===== src/rtl/sd_dac_pkg.sv =====
package sd_dac_pkg;
  localparam int unsigned DAC_CODE_W = 16;
  localparam int unsigned DAC_NCH    = 2;
  localparam int unsigned DAC_SEL_W  = 2;

  typedef enum logic [1:0] {
    DIV_BY_1 = 2'd0,
    DIV_BY_2 = 2'd1,
    DIV_BY_4 = 2'd2,
    DIV_BY_8 = 2'd3
  } div_sel_e;
endpackage


===== src/rtl/sd_dac_prescaler.sv =====
module sd_dac_prescaler #(
  parameter int SEL_W = 2,
  localparam int CNT_W = (1 << SEL_W) - 1
) (
  input  logic             clk,
  input  logic             rst_n,
  input  logic             run,
  input  logic [SEL_W-1:0] div_sel,
  input  logic             rz_en,
  output logic             tick,
  output logic             rz_cut,
  output logic             phase_zero
);
  logic [CNT_W-1:0] cnt_q, cnt_d, last_cnt, half_cnt;

  always_comb begin
    last_cnt = CNT_W'((32'd1 << div_sel) - 32'd1);
    half_cnt = CNT_W'((32'd1 << div_sel) >> 1);
    tick     = run && (cnt_q == last_cnt);
    if (!run)      cnt_d = cnt_q;
    else if (tick) cnt_d = '0;
    else           cnt_d = cnt_q + CNT_W'(1);
    // second half of the tick that follows this edge
    rz_cut     = rz_en && (cnt_d >= half_cnt);
    phase_zero = (cnt_q == '0);
  end

  always_ff @(posedge clk or negedge rst_n) begin
    if (!rst_n) cnt_q <= '0;
    else        cnt_q <= cnt_d;
  end

  // a stopped prescaler keeps its phase
  p_phase_frozen_r10: assert property (@(posedge clk) disable iff (!rst_n)
    !run |=> $stable(cnt_q));
endmodule


===== src/rtl/sd_dac_channel.sv =====
module sd_dac_channel #(
  parameter int CODE_W = 16
) (
  input  logic              clk,
  input  logic              rst_n,
  input  logic              wr,
  input  logic [CODE_W-1:0] wdata,
  input  logic              tick,
  input  logic              rz_cut,
  output logic              out
);
  logic [CODE_W-1:0] hold_q, hold_d;
  logic [CODE_W-1:0] code_q, code_d;
  logic [CODE_W-1:0] acc_q, acc_d;
  logic              carry_q, carry_d;
  logic              out_q, out_d;
  logic [CODE_W:0]   sum;

  always_comb begin
    sum     = {1'b0, acc_q} + {1'b0, code_q};
    hold_d  = wr ? wdata : hold_q;
    code_d  = tick ? hold_q : code_q;
    acc_d   = tick ? sum[CODE_W-1:0] : acc_q;
    carry_d = tick ? sum[CODE_W] : carry_q;
    out_d   = carry_d && !rz_cut;
  end

  always_ff @(posedge clk or negedge rst_n) begin
    if (!rst_n) begin
      hold_q  <= '0;
      code_q  <= '0;
      acc_q   <= '0;
      carry_q <= 1'b0;
      out_q   <= 1'b0;
    end else begin
      hold_q  <= hold_d;
      code_q  <= code_d;
      acc_q   <= acc_d;
      carry_q <= carry_d;
      out_q   <= out_d;
    end
  end

  assign out = out_q;

  p_carry_on_tick_r2: assert property (@(posedge clk) disable iff (!rst_n)
    !tick |=> $stable(carry_q) && $stable(acc_q));
  p_code_from_hold_r8: assert property (@(posedge clk) disable iff (!rst_n)
    tick |=> code_q == $past(hold_q));
  p_zero_code_low_r1: assert property (@(posedge clk) disable iff (!rst_n)
    (tick && code_q == '0) |=> !carry_q);
  p_full_code_high_r1: assert property (@(posedge clk) disable iff (!rst_n)
    (tick && (&code_q) && acc_q != '0) |=> carry_q);
endmodule


===== src/rtl/sd_dac_dual.sv =====
module sd_dac_dual #(
  parameter int CODE_W = sd_dac_pkg::DAC_CODE_W,
  parameter int NCH    = sd_dac_pkg::DAC_NCH,
  parameter int SEL_W  = sd_dac_pkg::DAC_SEL_W,
  localparam int CH_W  = (NCH > 1) ? $clog2(NCH) : 1
) (
  input  logic              clk,
  input  logic              rst_n,
  input  logic              run,
  input  logic [SEL_W-1:0]  div_sel,
  input  logic              rz_mode,
  input  logic              wr_en,
  input  logic [CH_W-1:0]   wr_chan,
  input  logic [CODE_W-1:0] wr_data,
  output logic [NCH-1:0]    dac_out
);
  logic [1:0] rsync_q;
  logic       core_rst_n;
  logic       tick, rz_cut, phase_zero, rz_en;

  always_ff @(posedge clk or negedge rst_n) begin
    if (!rst_n) rsync_q <= 2'b00;
    else        rsync_q <= {rsync_q[0], 1'b1};
  end
  assign core_rst_n = rsync_q[1];

  // divide by 1 has no mid-tick edge: return-to-zero falls back to NRZ
  assign rz_en = rz_mode && (div_sel != '0);

  sd_dac_prescaler #(.SEL_W(SEL_W)) u_psc (
    .clk        (clk),
    .rst_n      (core_rst_n),
    .run        (run),
    .div_sel    (div_sel),
    .rz_en      (rz_en),
    .tick       (tick),
    .rz_cut     (rz_cut),
    .phase_zero (phase_zero)
  );

  for (genvar i = 0; i < NCH; i++) begin : g_ch
    logic ch_wr;
    assign ch_wr = wr_en && (wr_chan == CH_W'(i));

    sd_dac_channel #(.CODE_W(CODE_W)) u_ch (
      .clk    (clk),
      .rst_n  (core_rst_n),
      .wr     (ch_wr),
      .wdata  (wr_data),
      .tick   (tick),
      .rz_cut (rz_cut),
      .out    (dac_out[i])
    );

    // a pulse starts only at the start of a tick
    p_rise_at_tick_r2: assert property (@(posedge clk) disable iff (!core_rst_n)
      $rose(dac_out[i]) |-> phase_zero);
  end
endmodule


===== config.mk =====
export PLATFORM = sky130hd
export DESIGN_NAME = sd_dac_dual
export DESIGN_NICKNAME = d
export VERILOG_FILES = /design/src/rtl/sd_dac_pkg.sv /design/src/rtl/sd_dac_prescaler.sv /design/src/rtl/sd_dac_channel.sv /design/src/rtl/sd_dac_dual.sv
export SDC_FILE = /design/constraint.sdc
export NUM_CORES = 1
export LEC_CHECK = 0
export BUFFER_PORTS_ARGS = -buffer_cell sky130_fd_sc_hd__buf_2
export CORE_MARGIN = 1.5
export CORE_UTILIZATION = 66
export DETAILED_ROUTE_END_ITERATION = 8
export PLACE_DENSITY = 0.85
export SLEW_MARGIN = 40
export SYNTH_ARGS = -nofsm -noshare
export SYNTH_HDL_FRONTEND = slang
export SYNTH_SLANG_ARGS = --single-unit
export TNS_END_PERCENT = 50

===== constraint.sdc =====
create_clock -name clk -period 6.47 [get_ports clk]
set_input_delay 0 -clock clk [delete_from_list [all_inputs] [get_ports clk]]
set_output_delay 0 -clock clk [all_outputs]
set_load 0.01 [all_outputs]

# --- Word-level counts from Yosys, hierarchy flattened ---
# Cells that the tools add are included.
op_classes:
  n_shift: 1
  n_eq_ne: 1
  reduce_logical: 9
  bitwise_logic: 1
  muxes: 4
  add_sub_neg: 4
  magnitude_cmp: 1
ops:
  columns: ["operator", "count"]
  rows:
  - ["$add 16x16->17", 2]
  - ["$logic_and 1x1->1", 7]
  - ["$mux 3", 2]
  - ["$shl 1x2->4 const A", 1]
  - ["$add 3x1->3 const B", 1]
  - ["$eq 3x3->1", 1]
  - ["$ge 3x3->1", 1]
  - ["$sub 3x1->3 const B", 1]
  - ["$mux 1", 2]
  - ["$reduce_bool 2->1", 1]
  - ["$logic_not 1->1", 1]
  - ["$not 1->1", 1]
word_totals:
  output_inout_bits: 2
  regBits: 105
  elab_cells: 33
  in_bits: 24

# --- Depth between registers and ports, before layout ---
logic_depth:
  word_depth: 10
  mapped_depth: 13
  depth_no_buf: 11

# --- Hierarchy ---
# A second synthesis with hierarchy kept.
unflattened:
  hier_cells: 516
  area_unflattened_um2: 5789.3
by_module_without_submodules:
  columns: ["mod", "n_inst", "area_per_inst_um2", "cells_each"]
  rows:
  - ["sd_dac_channel", 2, 2691.3, 237]
  - ["sd_dac_prescaler", 1, 329.1, 36]
  - ["sd_dac_dual", 1, 77.6, 6]

# --- Least setup slack after synthesis ---
# No wires, ideal clock.
synth_path:
  path_type: "reg2reg"
  start: "register u_psc.cnt_q[0]"
  end: "register g_ch[0].u_ch.out_q"
  t_required_ns: 6.393
  setup_time_ns: 0.077
  setup_slack_ns: 3.687
  stages_incl_launch_ff: 14
  arrival_ns: 2.706
  cell_sequence: "dfrtp_1 > or4b_1 > o32a_1 > and2_1 > buf_2 > clkbuf_1 > nand2_1 > mux2_2 > ha_1 > nand2b_1 > a21o_1 > a21oi_1 > nor2_1 > a21oi_1"
synth_via:
  elab_chain_len: 8
  word_cells_on_any_way: 10
synth_lines:
  columns: ["item", "line_no", "source"]
  rows:
  - ["from (decl)", "sd_dac_prescaler.sv:14", "logic [CNT_W-1:0] cnt_q, cnt_d, last_cnt, half_cnt;"]
  - ["from (signal assigned)", "sd_dac_prescaler.sv:30", "else cnt_q <= cnt_d;"]
  - ["branches (longest 7 deep; another with $add 3x1->3)", null, null]
  - ["$logic_and 1x1->1 (*)", "sd_dac_channel.sv:25", "out_d = carry_d && !rz_cut;"]
  - ["named net g_ch[0].u_ch.out_d", "sd_dac_channel.sv:16", "logic out_q, out_d;"]
  - ["to (signal assigned)", "sd_dac_channel.sv:40", "out_q <= out_d;"]
  - ["to (decl)", "sd_dac_channel.sv:16", null]
# Mark *: on every way through the listed nets, which the timed path passes.
# A chain may end at the register's enable or synchronous reset.

# --- Worst setup path after layout ---
layout_path:
  start: "register u_psc.cnt_q[0]"
  end: "register g_ch[1].u_ch.out_q"
layout_via:
  elab_chain_len: 8
  word_cells_on_any_way: 10
layout_lines:
  columns: ["item", "line_no", "source"]
  rows:
  - ["branches (longest 2 deep; another with $add 3x1->3)", null, null]
  - ["$mux 3 (*)", "sd_dac_prescaler.sv:21", "else if (tick) cnt_d = '0;"]
  - ["$mux 3 (*)", "sd_dac_prescaler.sv:20", "if (!run) cnt_d = cnt_q;"]
  - ["named net u_psc.cnt_d[2]", "sd_dac_prescaler.sv:14", null]
  - ["$ge 3x3->1 (*)", "sd_dac_prescaler.sv:24", "rz_cut = rz_en && (cnt_d >= half_cnt);"]
  - ["$logic_and 1x1->1 (*)", "sd_dac_prescaler.sv:24", null]
  - ["$logic_not 1->1 (*)", "sd_dac_channel.sv:25", null]
  - ["$logic_and 1x1->1 (*)", "sd_dac_channel.sv:25", null]
  - ["named net g_ch[1].u_ch.out_d", "sd_dac_channel.sv:16", null]
  - ["to (signal assigned)", "sd_dac_channel.sv:40", null]
  - ["to (decl)", "sd_dac_channel.sv:16", null]
# Marked as above.

==> results.sh <==
export IMPL_seq_area_frac_synth_pct=46.5
export IMPL_setup_tns_ns=0
export IMPL_cp_required_ns=6.78
export IMPL_vias=4606
export IMPL_diodes=0
export IMPL_min_period_ns=3.09
export IMPL_final_max_slew_violation_count=0
export IMPL_slew_headroom_pct=47.2
export IMPL_cts_buffers=9
export IMPL_p_sw_mw=1.22
export IMPL_cts_resized=0
export IMPL_fin_crit_sh_pct=47.8
export IMPL_cts_clk_slew_worst_paths_ns=0.11
export IMPL_vias_per_cell=6.33
export IMPL_worst_slew_pin_slew_ns=0.792
export IMPL_drtAntennaViolNets=0
export IMPL_cts_max_level=3
export IMPL_post_cts_buffers=0
export IMPL_clkPwrFrac_pct=16.2
export IMPL_grt_pass1_vias=4448
export IMPL_ys_async_sr_fraction_pct=100
export IMPL_firstDrtPassIters=5
export IMPL_syn_inst=587
export IMPL_io_buffers=25
export IMPL_wl_per_cell_um=17.1
export IMPL_worstSetupEndpointType="register"
export IMPL_synth_seq_cells=105
export IMPL_cts_tree="done"
export IMPL_combinationalPowerShare_pct=46.9
export IMPL_die_x_um=95.5
export IMPL_synthAdderAreaFrac_pct=8.68
export IMPL_synth_mux_area_share_pct=6.93
export IMPL_grt_pass1_wl_mm=21.1
export IMPL_drt_total_wl_mm=12.5
export IMPL_synth_edf_count=0
export IMPL_outcome="completed"
export IMPL_synthDistinctLibCells=51
export IMPL_drc=0
export IMPL_p_per_area_mw_per_mm2=451
export IMPL_antenna_found_initial=0
export IMPL_regArea_mm2=0.00263
export IMPL_cap_violations=0
export IMPL_final_common_cell="nand2_1"
export IMPL_yosysWarningCount=0
export IMPL_die_area_mm2=0.00913
export IMPL_syn_area_mm2=0.00565
export IMPL_hold_depth=4
export IMPL_grt_max_degree=90
export IMPL_insertion_delay_ns=0.39
export IMPL_grt_usage_pct=29.8
export IMPL_cellLeakagePower_nw=3.08
export IMPL_fin_skew_ns=0.0203
export IMPL_fmax_ghz=0.323
export IMPL_synth_top_family_by_area="simple AND/OR/NAND/NOR gates"
export IMPL_hold_class="in -> reg"
export IMPL_internal_power_mw=1.61
export IMPL_initialDrtViolationCount=337
export IMPL_start_util_pct=68.4
export IMPL_peakVddDrop_mv=0.293
export IMPL_coreArea_mm2=0.00826
export IMPL_path_class="reg -> reg"
export IMPL_synth_avg_cell_area_um2=9.63
export IMPL_clock_sinks=105
export IMPL_finalHoldViolations=0
export IMPL_crit_fanout=45
export IMPL_ff2ff_path_depth=9
export IMPL_synth_compound_area_share_pct=15.2
export IMPL_die_h_um=95.5
export IMPL_netSwitchingFraction_pct=43.1
export IMPL_synth_simple_gate_area_share_pct=17.9
export IMPL_setup_viol=0
export IMPL_drive_gt1_share_pct=13.3
export IMPL_grt_remaining_overflow=0
export IMPL_start_kind="register"
export IMPL_synth_nets=649
export IMPL_total_power_mw=2.83
export IMPL_syn2layout_area_growth_pct=11.1
export IMPL_synth_xor_area_share_pct=2.01
export IMPL_fillers=593
export IMPL_rsz0062_at_grt="false"
export IMPL_multi_input_area_mm2=0.00287
export IMPL_globalplace_congestion=0.872
export IMPL_detailed_place_hpwl_mm=8.42
export IMPL_ys_flop_type="dfrtp_1"
export IMPL_seq_power_share_pct=36.9
export IMPL_final_cell_mix="nand2_1 (158), dfrtp_1 (104), ha_1 (36)"
export IMPL_layout_nets=680
export IMPL_root_buffer="clkbuf_8"
export IMPL_ios=26
export IMPL_rows=33
export IMPL_arrival_ns=3.40
export IMPL_cts_path_max_buffers=2
## path summary, 6_finish.rpt
check,start,to,slack [ns]
min in group asynchronous,rsync_q[1],g_ch[1].u_ch.code_q[10],0.34
setup reg to reg,u_psc.cnt_q[0],g_ch[1].u_ch.out,3.38
setup / recovery,u_psc.cnt_q[0],g_ch[1].u_ch.out,3.38
hold / removal,div_sel[0],g_ch[0].u_ch.out,0.10
max in group asynchronous,rsync_q[1],g_ch[0].u_ch.carry_q,4.98
hold reg to reg,rsync_q[1],g_ch[1].u_ch.code_q[10],0.34
## flip-flops by register name, summed over array words and instances (netlist names)
register           cells
g_ch.u_ch.acc_q       32
g_ch.u_ch.code_q      32
g_ch.u_ch.hold_q      32
u_psc.cnt_q            3
g_ch.u_ch.carry_q      2
g_ch.u_ch.out          2
rsync_q                2
## routing by layer
metal	wire length, µm	GRT usage, %	up-vias
met2	6220	50.3	152
met1	5420	39.1	2262
met3	583	5.34	34
li1	-	-	2158
met5	0	0	-
met4	254	9.07	0
## worst max-delay path: stages, from the launching register on
cell and delay, ns:
dfrtp_1 0.45, or4b_1 0.55, o32a_1 0.47, nand2_1 0.26, buf_4 0.48, nor2_1 0.14
ha_1 0.32, a21oi_1 0.13, nor2_1 0.07, a21oi_1 0.14
## repair_timing
action                     CTS  global route
hold endpoints to repair    37             0
hold buffers                20             0
setup endpoints to repair    0             0
## area by class of cell
| cell class | count | share of cell area (%) |
|---|---|---|
| Multi-Input combinational cell | 444 | 45.7 |
| Inverter | 8 | 0.478 |
| Clock inverter | 7 | 1.87 |
| Timing Repair Buffer | 50 | 5.98 |
| Sequential cell | 105 | 41.9 |
| Clock buffer | 9 | 1.97 |
| Tap cell | 105 | 2.09 |
## synth_stat cells, types with 2 or more instances
cell / n / share of area (%)
fa_1: 2 / 0.71
nand3_1: 19 / 1.7
xor2_1: 7 / 1.1
a221o_1: 3 / 0.53
a21o_1: 15 / 2.0
inv_1: 8 / 0.53
mux2i_1: 2 / 0.35
and3_1: 10 / 1.1
a211oi_1: 8 / 1.1
nor2b_1: 2 / 0.22
nor2_1: 9 / 0.60
a211o_1: 4 / 0.62
o211a_1: 2 / 0.35
clkbuf_1: 21 / 1.4
nand4_1: 8 / 0.89
o31a_1: 2 / 0.31
a221oi_1: 4 / 0.62
nand2_1: 158 / 10
nand2b_1: 4 / 0.44
o31ai_1: 6 / 0.80
and2_1: 4 / 0.44
or3_1: 2 / 0.22
and4_1: 3 / 0.46
buf_4: 2 / 0.27
nor3_1: 4 / 0.35
o211ai_1: 4 / 0.53
ha_1: 36 / 8.0
mux2_2: 33 / 6.6
a21oi_1: 24 / 2.1
o21a_1: 5 / 0.66
dfrtp_1: 105 / 46
xnor2_1: 6 / 0.93
or4_1: 4 / 0.53
buf_1: 4 / 0.27
a31oi_1: 6 / 0.66
buf_2: 3 / 0.27
o2111ai_1: 3 / 0.46
o21bai_1: 5 / 0.66
o21ai_0: 28 / 2.5
## power groups by stage
stage	Clock [mW]	Combinational [mW]	Sequential, mW
after CTS	0.467	1.30	1.04
after detailed placement	0	1.27	1.05
after global routing	0.496	1.48	1.07
after floorplan	0	1.02	1.00
after global placement	0	1.20	1.04
final	0.459	1.33	1.05
## cells by family (layout without fill, tap and decap cells)
logic type / Yosys count / after routing
multiplexers: 35 / 35
adder cells (fa/ha/maj): 38 / 38
buffers and inverters: 38 / 74
AO/OA/AOI/OAI: 127 / 127
AND/OR/NAND/NOR: 230 / 230
XOR/XNOR: 13 / 13
flip-flops: 105 / 105
other: 1 / 1
## stage by stage
| step | setup WS [ns] | cells | hold WS (ns) | instance area [µm²] | utilization, % |
|---|---|---|---|---|---|
| after CTS | 3.38 | 727 | 0.0964 | 6260 | 75.8 |
| after floorplan | 3.33 | 587 | -0.296 | 5650 | - |
| after detailed placement | 3.42 | 691 | -0.211 | 5820 | 70.5 |
| final | 3.38 | 728 | 0.102 | 6280 | 76.1 |
| after global routing | 3.17 | 728 | 0.131 | 6280 | 76.1 |
| after global placement | 3.60 | 691 | -0.216 | 5820 | 70.5 |
No activity file was read; power rests on OpenSTA's default activity.
